[src/rtl/cursor_overlay.sv]
module cursor_overlay #(
  parameter int CW = 12,
  parameter int PW = 16,
  parameter int CSZ = 32,
  parameter logic [7:0] IDX_CSTART = 8'h0A,
  parameter logic [7:0] IDX_BASE_HI = 8'h30,
  parameter logic [7:0] IDX_BASE_LO = 8'h31,
  parameter logic [7:0] IDX_UNLOCK = 8'h1F,
  parameter logic [7:0] UNLOCK_KEY = 8'h57
) (
  input  logic          clk,
  input  logic          rst_n,
  input  logic          idx_wr,
  input  logic [7:0]    idx_addr,
  input  logic [7:0]    idx_wdata,
  output logic [7:0]    idx_rdata,
  input  logic          pos_wr,
  input  logic [31:0]   pos_wdata,
  output logic [31:0]   pos_rdata,
  input  logic [CW-1:0] active_w,
  input  logic [CW-1:0] active_h,
  input  logic          frame_start,
  input  logic          line_start,
  input  logic [CW-1:0] line_y,
  input  logic          pix_in_valid,
  input  logic [PW-1:0] pix_in,
  input  logic          pix_in_hs,
  input  logic          pix_in_vs,
  input  logic [CW-1:0] beam_x,
  output logic          pix_out_valid,
  output logic [PW-1:0] pix_out,
  output logic          pix_out_hs,
  output logic          pix_out_vs,
  output logic          mem_req_valid,
  input  logic          mem_req_ready,
  output logic [22:0]   mem_req_addr,
  input  logic          mem_rsp_valid,
  input  logic [PW-1:0] mem_rsp_data
);
  localparam int AW = 23;
  localparam int CB = $clog2(CSZ);
  localparam int DW = CW + 1;

  logic [7:0] r_cstart, r_hi, r_lo;
  logic unlocked;
  logic [CW-1:0] pos_x, pos_y;

  always_ff @(posedge clk) begin
    if (!rst_n) begin
      r_cstart <= '0; r_hi <= '0; r_lo <= '0; unlocked <= 1'b0;
    end else if (idx_wr) begin
      case (idx_addr)
        IDX_UNLOCK:  unlocked <= (idx_wdata == UNLOCK_KEY);
        IDX_CSTART:  r_cstart <= idx_wdata;
        IDX_BASE_HI: if (unlocked) r_hi <= idx_wdata;
        IDX_BASE_LO: if (unlocked) r_lo <= idx_wdata;
        default: ;
      endcase
    end
  end

  always_comb begin
    case (idx_addr)
      IDX_UNLOCK:  idx_rdata = {7'b0, unlocked};
      IDX_CSTART:  idx_rdata = r_cstart;
      IDX_BASE_HI: idx_rdata = unlocked ? r_hi : 8'h00;
      IDX_BASE_LO: idx_rdata = unlocked ? r_lo : 8'h00;
      default:     idx_rdata = 8'h00;
    endcase
  end

  always_ff @(posedge clk) begin
    if (!rst_n) begin
      pos_x <= '0; pos_y <= '0;
    end else if (pos_wr) begin
      pos_x <= pos_wdata[CW-1:0];
      pos_y <= pos_wdata[16+CW-1:16];
    end
  end

  assign pos_rdata = (32'(pos_y) << 16) | 32'(pos_x);
  logic unused_pos;
  assign unused_pos = ^{pos_wdata[31:16+CW], pos_wdata[15:CW]};

  // working copy, loaded at frame start
  logic [CW-1:0] lv_x, lv_y;
  logic [AW-1:0] lv_base;
  logic lv_en, lv_dbl, lv_off;
  logic [AW-1:0] sh_base;
  assign sh_base = {r_hi[6:0], r_lo[7:3], 11'b0};

  always_ff @(posedge clk) begin
    if (!rst_n) begin
      lv_x <= '0; lv_y <= '0; lv_base <= '0;
      lv_en <= 1'b0; lv_dbl <= 1'b0; lv_off <= 1'b0;
    end else if (frame_start) begin
      lv_x <= pos_x; lv_y <= pos_y; lv_base <= sh_base;
      lv_en <= r_lo[0]; lv_dbl <= r_lo[1]; lv_off <= r_cstart[5];
    end
  end

  logic [CW-1:0] ef_x, ef_y;
  logic [AW-1:0] ef_base;
  logic ef_en, ef_dbl, ef_off;
  assign ef_x    = frame_start ? pos_x : lv_x;
  assign ef_y    = frame_start ? pos_y : lv_y;
  assign ef_base = frame_start ? sh_base : lv_base;
  assign ef_en   = frame_start ? r_lo[0] : lv_en;
  assign ef_dbl  = frame_start ? r_lo[1] : lv_dbl;
  assign ef_off  = frame_start ? r_cstart[5] : lv_off;

  logic [DW-1:0] ef_span, dy;
  logic v_hit, shown;
  logic [CB-1:0] row;
  logic [AW-1:0] row_base;
  assign ef_span  = ef_dbl ? DW'(2*CSZ) : DW'(CSZ);
  assign dy       = {1'b0, line_y} - {1'b0, ef_y};
  assign v_hit    = (line_y >= ef_y) && (dy < ef_span);
  assign shown    = ef_en && !ef_off && (ef_x < active_w) && (ef_y < active_h);
  assign row      = ef_dbl ? dy[CB:1] : dy[CB-1:0];
  assign row_base = ef_base + (AW'(row) << (CB + 1));

  // row fetch
  logic fetching, line_hit;
  logic [CB:0] req_cnt;
  logic [CB-1:0] rsp_cnt;
  logic [AW-1:0] line_base;
  logic [PW-1:0] lbuf [CSZ];

  assign mem_req_valid = fetching && !req_cnt[CB];
  assign mem_req_addr  = line_base + (AW'(req_cnt[CB-1:0]) << 1);

  always_ff @(posedge clk) begin
    if (!rst_n) begin
      fetching <= 1'b0; line_hit <= 1'b0; req_cnt <= '0; rsp_cnt <= '0; line_base <= '0;
    end else if (line_start) begin
      fetching  <= v_hit && shown;
      line_hit  <= v_hit && shown;
      req_cnt   <= '0;
      rsp_cnt   <= '0;
      line_base <= row_base;
    end else if (fetching) begin
      if (mem_req_valid && mem_req_ready) req_cnt <= req_cnt + 1'b1;
      if (mem_rsp_valid) begin
        rsp_cnt <= rsp_cnt + 1'b1;
        if (rsp_cnt == CB'(CSZ - 1)) fetching <= 1'b0;
      end
    end
  end

  always_ff @(posedge clk) begin
    if (fetching && mem_rsp_valid && !line_start) lbuf[rsp_cnt] <= mem_rsp_data;
  end

  // compositing
  logic [DW-1:0] lv_span, dx;
  logic h_hit;
  logic [CB-1:0] col;
  logic [PW-1:0] cur, mixed;
  assign lv_span = lv_dbl ? DW'(2*CSZ) : DW'(CSZ);
  assign dx      = {1'b0, beam_x} - {1'b0, lv_x};
  assign h_hit   = line_hit && (beam_x >= lv_x) && (dx < lv_span);
  assign col     = lv_dbl ? dx[CB:1] : dx[CB-1:0];
  assign cur     = lbuf[col];
  assign mixed   = cur[PW-1] ? {pix_in[PW-1], cur[PW-2:0]} : (pix_in ^ {1'b0, cur[PW-2:0]});

  always_ff @(posedge clk) begin
    if (!rst_n) begin
      pix_out_valid <= 1'b0; pix_out <= '0; pix_out_hs <= 1'b0; pix_out_vs <= 1'b0;
    end else begin
      pix_out_valid <= pix_in_valid;
      pix_out_hs    <= pix_in_hs;
      pix_out_vs    <= pix_in_vs;
      pix_out       <= h_hit ? mixed : pix_in;
    end
  end

  p_lat_valid_r10: assert property (@(posedge clk) disable iff (!rst_n)
    pix_in_valid |=> pix_out_valid);
  p_lat_idle_r10: assert property (@(posedge clk) disable iff (!rst_n)
    !pix_in_valid |=> !pix_out_valid);
  p_lock_hi_r3: assert property (@(posedge clk) disable iff (!rst_n)
    (idx_wr && !unlocked && idx_addr == IDX_BASE_HI) |=> $stable(r_hi));
  p_lock_lo_r3: assert property (@(posedge clk) disable iff (!rst_n)
    (idx_wr && !unlocked && idx_addr == IDX_BASE_LO) |=> $stable(r_lo));
  p_req_hold_r4: assert property (@(posedge clk) disable iff (!rst_n)
    (mem_req_valid && !mem_req_ready && !line_start) |=> (mem_req_valid && $stable(mem_req_addr)));
  p_frame_only_r11: assert property (@(posedge clk) disable iff (!rst_n)
    !frame_start |=> ($stable(lv_x) && $stable(lv_y) && $stable(lv_base)));
  p_pass_r7: assert property (@(posedge clk) disable iff (!rst_n)
    (pix_in_valid && !line_hit) |=> (pix_out == $past(pix_in)));
  p_req_bound_r5: assert property (@(posedge clk) disable iff (!rst_n)
    fetching |-> (req_cnt <= (CB+1)'(CSZ)));
endmodule

[config.mk]
export PLATFORM = sky130hd
export DESIGN_NAME = cursor_overlay
export DESIGN_NICKNAME = d
export VERILOG_FILES = /design/src/rtl/cursor_overlay.sv
export SDC_FILE = /design/constraint.sdc
export NUM_CORES = 1
export LEC_CHECK = 0
export BUFFER_PORTS_ARGS = -buffer_cell sky130_fd_sc_hd__buf_2
export CORE_AREA = 4 4 463 236
export DETAILED_ROUTE_END_ITERATION = 6
export DIE_AREA = 0 0 467 240
export GPL_TIMING_DRIVEN = 0
export SKIP_LAST_GASP = 1
export SLEW_MARGIN = 0
export SYNTH_ARGS = -nofsm -noshare
export SYNTH_HDL_FRONTEND = slang
export SYNTH_SLANG_ARGS = --single-unit
[constraint.sdc]
create_clock -name clk -period 10.2 [get_ports clk]
set_input_delay 0.51 -clock clk [delete_from_list [all_inputs] [get_ports clk]]
set_output_delay 0.51 -clock clk [all_outputs]
set_load 0.05 [all_outputs]
* After elaboration in Yosys (flattened, before gate mapping)
Memory sizes are Yosys's and may differ from the RTL's.
Index checks and enable logic that the tools add are counted.
** Storage, ports and cells
- Output and inout port bits :: 83
- Register bits :: 154
- Memory bits (writable) :: 512
- Memories kept :: 1
- Word-level logic and storage cells :: 85
- Input bits :: 139
** Cells by class
- Reduce and logical (&&, ||, !) cells :: 21
- Eq/ne operators :: 6
- Multiplexer cells :: 21
- Order comparisons :: 6
- Bitwise logic cells :: 3
- Add/sub/neg operators :: 6
** Memories
- lbuf :: depth 32, width 16, rd ports 1, clocked after Yosys merged registers in 0, write ports 1, line 128 : logic [PW-1:0] lbuf [CSZ];
** Operators by type and width (number)
- 16-bit 2-to-1 mux :: 2
- 8-bit one-hot mux with 4 select lines :: 1
- 28-bit by 12-bit OR with 28-bit output :: 1
- 13-bit by 7-bit less-than comparator with 1-bit output :: 2
- 12-bit by 12-bit subtractor with 13-bit output :: 2
- 12-bit >= comparator :: 2
- 12-bit less-than comparator :: 2
- 12-bit 2-to-1 mux :: 2
- 23-bit by 11-bit adder with 23-bit output :: 1
- 23-bit by 6-bit adder with 23-bit output :: 1
- 23-bit 2-to-1 mux :: 1
- 8-bit by 6-bit == test with 1-bit output, second input constant :: 2
- 8-bit 2-to-1 mux :: 2
- 16-bit by 15-bit bitwise XOR with 16-bit output :: 1
- 7-bit 2-to-1 mux :: 2
- 1-bit logical AND :: 11
- 5-bit 2-to-1 mux :: 2
- 1-bit 2-to-1 mux :: 9
- 8-bit by 4-bit == test with 1-bit output, second input constant :: 1
- 8-bit by 5-bit == test with 1-bit output, second input constant :: 1
- 8-bit by 7-bit == test with 1-bit output, second input constant :: 1
- 2-bit AND reduction :: 4
- 6-bit by 1-bit adder with 6-bit output, second input constant :: 1
- 3-bit AND reduction :: 2
- other kinds (5) :: 7

* Longest topological paths before layout
Gate-level depths: netlist (run 1).
- Word-level depth :: 7
- Gate-level depth with buffers :: 22
- Mapped depth without buffers :: 19

* Worst setup path before layout (run 1)
Ideal clock, no wire load.
- Path type :: input port to flip-flop
- Start point :: input port frame_start
- End point :: register line_base[22]
- Slack :: 4890 ps
- Path buffers :: 5
- Stages :: 22
- Arrival :: 5182 ps
- Setup time :: 128 ps
- Data required time :: 10072 ps
- Path through :: clkbuf_1 > buf_2 > buf_2 > clkbuf_1 > clkbuf_1 > mux2i_1 > ha_1 > nor2b_1 > o21a_1 > o21a_1 > or2_2 > a21oi_1 > xor2_1 > o21ai_0 > ha_1 > o21ai_0 > a21oi_1 > and2_1 > nor4bb_1 > xnor2_1 > mux2i_1 > nor2_1
** On the way
- Longest elaborated chain between the ends :: 4
- Elaborated cells on any way between the ends :: 6
- Classes of those cells :: add/sub: 2; mux: 4
** RTL lines
- start: declaration :: line 22 : input logic frame_start,
- 12-bit 2-to-1 mux
- 12-bit by 12-bit subtractor with 13-bit output :: line 117 : assign dy = {1'b0, line_y} - {1'b0, ef_y};
- 5-bit 2-to-1 mux :: line 120 : assign row = ef_dbl ? dy[CB:1] : dy[CB-1:0];
- 23-bit by 11-bit adder with 23-bit output (*) :: line 121 : assign row_base = ef_base + (AW'(row) << (CB + 1));
- end signal: assignment :: line 141 : line_base <= row_base;
- end: declaration :: line 127 : logic [AW-1:0] line_base;
Every way passes the cells marked *; elsewhere a longest branch is shown, timed or not.
A chain may end at the register's enable or synchronous reset.

* Worst setup path after layout (run 1)
Same ends and word-level chain as after synthesis.

==> impl_metrics.toml, run 1 <==
[cts]
postCtsSetupBuffers = 0
clock_path_buffers = 3
cts-resized-gates = 0
path_clk_slew_ns = 0.06
cts_tree = "yes"
cts_hold_buf = 0
h-tree-depth = 3
insertion_delay_ns = 0.64
cts_sinks = 666
root_buffer = "clkbuf_16"
cts_buffers = 70

[job]
cap_violations = 0

[global_routing]
grt_pass1_wl_mm = 151
grt_pass1_vias = 23400
antenna_found_initial = 3
grt_use_total_pct = 17.9
overflow = 0
grt_max_degree = 33

[place]
port_buffers = 203
routabilityCongestion = 0.920
hpwl_mm = 73.1

[yosys]
synthArstFlopShare_pct = 0
synth.avg_cell_area_um2 = 11.7
synthCells = 2680
postSynthRegisterBits = 666
synth_top_area_share_pct = 49.0
synth-edff-count = 512
synth_area_leaders = "edfxtp_1, dfxtp_1, mux2i_1"
yosys.area.top_type = "edfxtp_1"
synth.yosys.seq_area_share_pct = 58.8
yosysWarnings = 0
synth_top_flop_cell = "edfxtp_1"
synth_cell_types = 85
netlist_area_mm2 = 0.0314

[power]
vdd_drop_max_v = 0.000115
p_leak_nw = 13.0
p_per_area_mw_per_mm2 = 174

[die]
rows = 84
start_util_pct = 29.9
design.core.area_mm2 = 0.105
die_y_um = 240
dieArea_mm2 = 0.112
num_io_pins = 222
die_w_um = 467

[critical_path]
rr_endpoint = "pix_out[12]"
slowest_delay_ns = 0.69
crit_family = "buffers and inverters"
critPathKind = "in -> reg"
rr_startpoint = "lv_x[0]"
critPathLaunchType = "primary input"
path_max_fanout = 10
ff2ff_path_depth = 15
path_buf_inv = 5
critPathMostFrequentCell = "clkbuf_1"
crit_path_cell_trace = "clkbuf_1 -> buf_2 -> buf_2 -> clkbuf_1 -> clkbuf_1 -> mux2i_1 -> ha_1 -> nor2b_1 -> o21a_1 -> o21a_1 -> or2_2 -> a21oi_1 -> xor2_1 -> o21ai_0 -> ha_1 -> o21ai_0 -> a21oi_1 -> and2_1 -> nor4bb_1 -> xnor2_1 -> mux2i_1 -> nor2_1"
cp.required_ns = 10.69
reg2reg_setup_slack_ns = 5.05
arrival_ns = 6.51
cp_slowest_cell = "clkbuf_1"
end_kind = "flop"

[route]
viasPerCell = 5.39
vias = 24100
post_drt_wl_per_cell_um = 23.3
wl_mm = 104
antenna_left = 0
drc = 0
dr.pass1.iters = 5
drtIter0Drc = 2659

[timing]
period_needed_ns = 6.02
fin_worst_skew_ns = 0.0278
fin_tns_setup_ns = 0
rsz0062_at_grt = "no"
fmaxAchievable_ghz = 0.166
finalHoldViolCount = 0
setup_violations = 0
worst_pin_slew_ns = 1.31
timing.final.max_slew_violations = 0
relSlewSlack_pct = 12.2
holdWs_ns = 0.0879
fin_crit_sh_pct = 59.1

[final_layout]
area_growth_pct = 17.5
nets = 3194
fill_cells = 10300
drive_above_1_share_pct = 16.8

[hold_path]
holdCritPathClass = "in -> reg"
worstHoldPathCells = 2
whs_endpoint = "pix_out[15]"
hold_start = "pix_in[15]"

[status]
status = "finished, final reports clean"
synth_stat cells (all sizes together), types with 16 or more instances:
cell type and instances:
edfxtp 512, nor2 289, nand2 208, a21oi 161, dfxtp 154, mux2i 139, clkbuf 113, o21ai 84
buf 81, o22ai 80, inv 75, a31oi 67, ha 65, nor3 65, nand3 62, o221ai 48
xnor2 40, nand3b 36, mux4 33, and2 30, o32a 30, o31ai 21, a211oi 20, mux2 18
a32oi 17, or4 17, nor2b 16, nor3b 16
power by group:
part / total (W) / internal, W / switching, W / leakage, nW
Sequential: 0.00295 / 0.00294 / 0.0000143 / 5.85
Clock: 0.00254 / 0.00143 / 0.00112 / 1.09
Combinational: 0.000916 / 0.000281 / 0.000635 / 6.06
cells by family (layout without fill, tap and decap cells):
group / count (synthesis) / in the layout / synth area share [%]
AOI/OAI and AO/OA: 624 / 624 / 13.7
xor gates and xnor gates: 53 / 53 / 1.53
adders and majority gates: 69 / 69 / 2.85
buffers and inverters: 270 / 626 / 3.60
DFF: 666 / 666 / 58.8
muxes: 190 / 190 / 7.49
other: 1 / 9 / 0.0120
and+or+nand+nor: 807 / 807 / 12.0
final cells by class:
class                      count  area [µm²]  share of cell area (%)
sequential                   666       18500                    50.0
multi-input combinational   1751       11900                    32.3
clock buffer                  93        1900                    5.15
tap                         1419        1780                    4.81
timing repair buffer         227        1380                    3.75
buffer                       194         843                    2.29
clock inverter                36         337                   0.913
inverter                      76         285                   0.774
antenna                        1        2.50                 0.00679
sequential cells by signal, indices dropped and copies added, names as in the netlist, 5 cells and up:
register	flops
lbuf	512
line_base	23
lv_base	23
lv_x	12
lv_y	12
pix_out	16
pos_x	12
pos_y	12
r_cstart	8
r_hi	8
r_lo	8
req_cnt	6
rsp_cnt	5
per-stage QoR:
step | utilization, % | std cells | setup slack [ns] | total power [W] | cell area (µm²)
6_report | 35.2 | 4463 | 4.18 | 0.00641 | 36900
5_1_grt | 35.2 | 4462 | 3.70 | 0.00660 | 36900
4_1_cts | 35.2 | 4462 | 4.13 | 0.00642 | 36900
3_5_place_dp | 33.1 | 4333 | 3.48 | 0.00391 | 34600
3_3_place_gp | 32.6 | 4309 | 3.56 | 0.00389 | 34200
2_1_floorplan | - | 2687 | 4.89 | 0.00355 | 31400
metal layers:
metal  vias up  GRT usage (%)  part of all wire [%]
li1      10800              -                     -
met1     11900           23.6                    42
met4         4           7.76                   4.4
met3       233           3.22                   7.9
met5         -              0                 0.023
met2      1192           29.0                    46
worst reg2reg max path: stages, from the launching register on:
cell      delay [ns]
dfxtp_1         0.45
ha_1            0.23
inv_1           0.06
fa_1            0.47
clkbuf_1        0.31
buf_2           0.33
buf_2           0.27
clkbuf_1        0.74
mux4_2          0.42
nand2_1         0.08
a21oi_1         0.10
o21ai_0         0.54
a21oi_1         0.19
nor3_1          0.62
a21oi_2         0.13
o32ai_2         0.14
placed cells by master (no fill, tap or decap), drive strengths merged, types with 18 or more instances in the layout:
cell type    n
nand3b      36
mux2i      139
inv         80
a31oi       67
buf        308
mux4        33
nor3        65
o22ai       80
edfxtp     512
ha          65
o31ai       21
o21ai       84
a21oi      161
nor2       289
nand3       62
o221ai      48
dfxtp      154
o32a        30
and2        30
xnor2       40
clkbuf     206
mux2        18
nand2      208
a211oi      20
clkinv      27
how the worst max path moves through the flow:
stage	slack, ns	startpoint	depth (start not counted)	endpoint
3_3_place_gp	3.56	frame_start	22	line_base[22]
6_report	4.18	frame_start	22	line_base[22]
3_5_place_dp	3.48	frame_start	22	line_base[22]
4_1_cts	4.13	frame_start	22	line_base[22]
2_1_floorplan	4.89	frame_start	22	line_base[22]
5_1_grt	3.70	frame_start	22	line_base[22]
Power figures use the tool's default switching activity.
==> run 2, diff against run 1 <==
--- a/config.mk
+++ b/config.mk
@@ -5,10 +5,11 @@
 export SDC_FILE = /design/constraint.sdc
 export NUM_CORES = 1
 export LEC_CHECK = 0
+export ABC_AREA = 1
 export BUFFER_PORTS_ARGS = -buffer_cell sky130_fd_sc_hd__buf_2
-export CORE_AREA = 4 4 463 236
+export CORE_AREA = 4 4 454 232
 export DETAILED_ROUTE_END_ITERATION = 6
-export DIE_AREA = 0 0 467 240
+export DIE_AREA = 0 0 458 236
 export GPL_TIMING_DRIVEN = 0
 export SKIP_LAST_GASP = 1
 export SLEW_MARGIN = 0
==> constraint.sdc (replaced) <==
create_clock -name clk -period 5.1 [get_ports clk]
set_input_delay 0.255 -clock clk [delete_from_list [all_inputs] [get_ports clk]]
set_output_delay 0.255 -clock clk [all_outputs]
set_load 0.05 [all_outputs]
==> impl_metrics.toml, run 2 <==
[global_routing]
grt_pass1_vias = 21400
grt_use_total_pct = 17.4
antenna_found_initial = 3
grt_max_degree = 33
overflow = 0
grt_pass1_wl_mm = 140

[yosys]
synth_top_area_share_pct = 50.9
synth.yosys.seq_area_share_pct = 61.1
yosys.area.top_type = "edfxtp_1"
synth_cell_types = 51
synth-edff-count = 512
synth.most_common_cell = "nand2_1"
synth_area_leaders = "edfxtp_1, nand2_1, dfxtp_1"
synth.avg_cell_area_um2 = 9.39
netlist_area_mm2 = 0.0302
synth_top_flop_cell = "edfxtp_1"
yosysWarnings = 0
synthCells = 3215
postSynthRegisterBits = 666
synthArstFlopShare_pct = 0
synth_common_cells = "nand2_1, edfxtp_1, nand3_1"

[final_layout]
reg_top3 = "lbuf (512), line_base (23), lv_base (23)"
layout_common_cells = "nand2_1, edfxtp_1, nand3_1, buf_2, inv_1"
final_common_cell = "nand2_1"
nets = 3783
design_area_mm2 = 0.0362
area_growth_pct = 20.0
largest_register_ffs = 512
fin_cells = 4991
top_register = "lbuf"
drive_above_1_share_pct = 14.1
postLayoutCoreUtil_pct = 35.7

[route]
vias = 23900
dr.pass1.iters = 6
antenna_left = 0
post_drt_wl_per_cell_um = 19.4
viasPerCell = 4.80
drtIter0Drc = 3315
drc = 0
wl_mm = 96.9

[job]
cap_violations = 0

[status]
status = "finished, final reports clean"

[place]
hpwl_mm = 70.4
placed_cells_incl_taps = 4808
port_buffers = 205
placed_cell_area_mm2 = 0.0334
routabilityCongestion = 0.953

[cts]
postCtsSetupBuffers = 0
cts_tree = "yes"
root_buffer = "clkbuf_16"
cts_sinks = 666
clock_path_buffers = 3
insertion_delay_ns = 0.66
path_clk_slew_ns = 0.07
cts_buffers = 67
h-tree-depth = 3

[power]
p_per_area_mw_per_mm2 = 359
vdd_drop_max_v = 0.000230
p_total_w = 0.0130
p_leak_nw = 15.0

[timing]
setup_violations = 0
period_needed_ns = 4.62
fmaxAchievable_ghz = 0.216
fin_worst_skew_ns = 0.0359
fin_crit_sh_pct = 90.6
worst_pin_slew_ns = 1.16
rsz0062_at_grt = "no"
relSlewSlack_pct = 21.7
finalHoldViolCount = 0
timing.final.max_slew_violations = 0

[die]
design.core.area_mm2 = 0.101
rows = 83
dieArea_mm2 = 0.108
start_util_pct = 29.8
die_w_um = 458
die_y_um = 236
num_io_pins = 222

[critical_path]
critPathKind = "in -> reg"
end_kind = "flop"
cp.required_ns = 5.69
path_max_fanout = 19
critPathLaunchType = "primary input"
arrival_ns = 5.21

[hold_path]
holdCritPathClass = "in -> reg"
==> run 2: worst max-delay path, stage by stage <==
cell      delay [ns]
buf_2           0.11
buf_2           0.24
clkbuf_4        0.36
clkbuf_1        0.41
o21ai_0         0.46
fa_1            0.57
xor2_1          0.22
or2_2           0.14
o21ai_0         0.13
fa_1            0.47
nor2_1          0.19
o21ai_0         0.18
a21oi_1         0.22
o21ai_0         0.19
nor2_1          0.26
nand2_1         0.13
nor2_1          0.22
inv_1           0.09
o21ai_0         0.16
nand3_1         0.11
nand2_1         0.07
==> run 2: worst paths after layout <==
check                                  from            end  slack [ns]  cells past startpoint
worst max-delay path            frame_start  line_base[20]        0.48                     21
worst max register to register     pos_y[1]  line_base[20]        0.90                     18
worst min-delay path             pix_in[12]    pix_out[12]        0.03                      4
worst min register to register   lv_base[2]     lv_base[2]        0.43                      2
==> run 2: timing repair <==
action | in CTS | in global routing
hold buffers | 59 | 0
gates resized for setup | 0 | 1
endpoints found under the setup margin | 0 | 7
hold endpoints to repair | 71 | 0
==> run 2: kinds of logic after synthesis <==
| kind of cell | Yosys count | synth area share, % |
|---|---|---|
| other cells | 1 | 0.0124 |
| buf+inv | 358 | 5.55 |
| compound gates | 231 | 4.15 |
| simple gates | 1856 | 25.2 |
| mux | 1 | 0.0332 |
| fa+ha+maj | 69 | 2.96 |
| xor+xnor | 33 | 0.957 |
| flops | 666 | 61.1 |
==> run 2: final cells by class <==
cell class,instances,area (µm²)
antenna,2,5.00
buffer,150,895
clock buffer,83,1760
clock inverter,40,519
fill,10200,65200
inverter,207,779
multi-input combinational,2198,10200
sequential,666,18500
tap,1360,1700
timing repair buffer,285,1950
==> run 2: report_power, final <==
group	internal [W]	total [W]	switching [W]
Combinational	0.000526	0.00189	0.00136
Sequential	0.00588	0.00591	0.0000298
Clock	0.00296	0.00520	0.00225
==> run 2: layer usage <==
metal / part of all wire (%) / global-route usage (%) / wire (µm)
met1: 49 / 28.2 / 47000
met2: 36 / 21.2 / 35400
met3: 13 / 6.38 / 13000
met4: 1.2 / 3.00 / 1180
met5: 0.35 / 2.24 / 343
==> run 2: through the flow <==
stage | setup TNS (ns) | hold slack, ns | setup WS [ns]
final | 0 | 0.0294 | 0.479
after global routing | 0 | 0.0620 | 0.0490
after CTS | 0 | 0.00492 | 0.193
after detailed placement | -2.79 | 0.418 | -0.491
after global placement | -1.73 | 0.413 | -0.349
after floorplan | 0 | 0.353 | 1.14
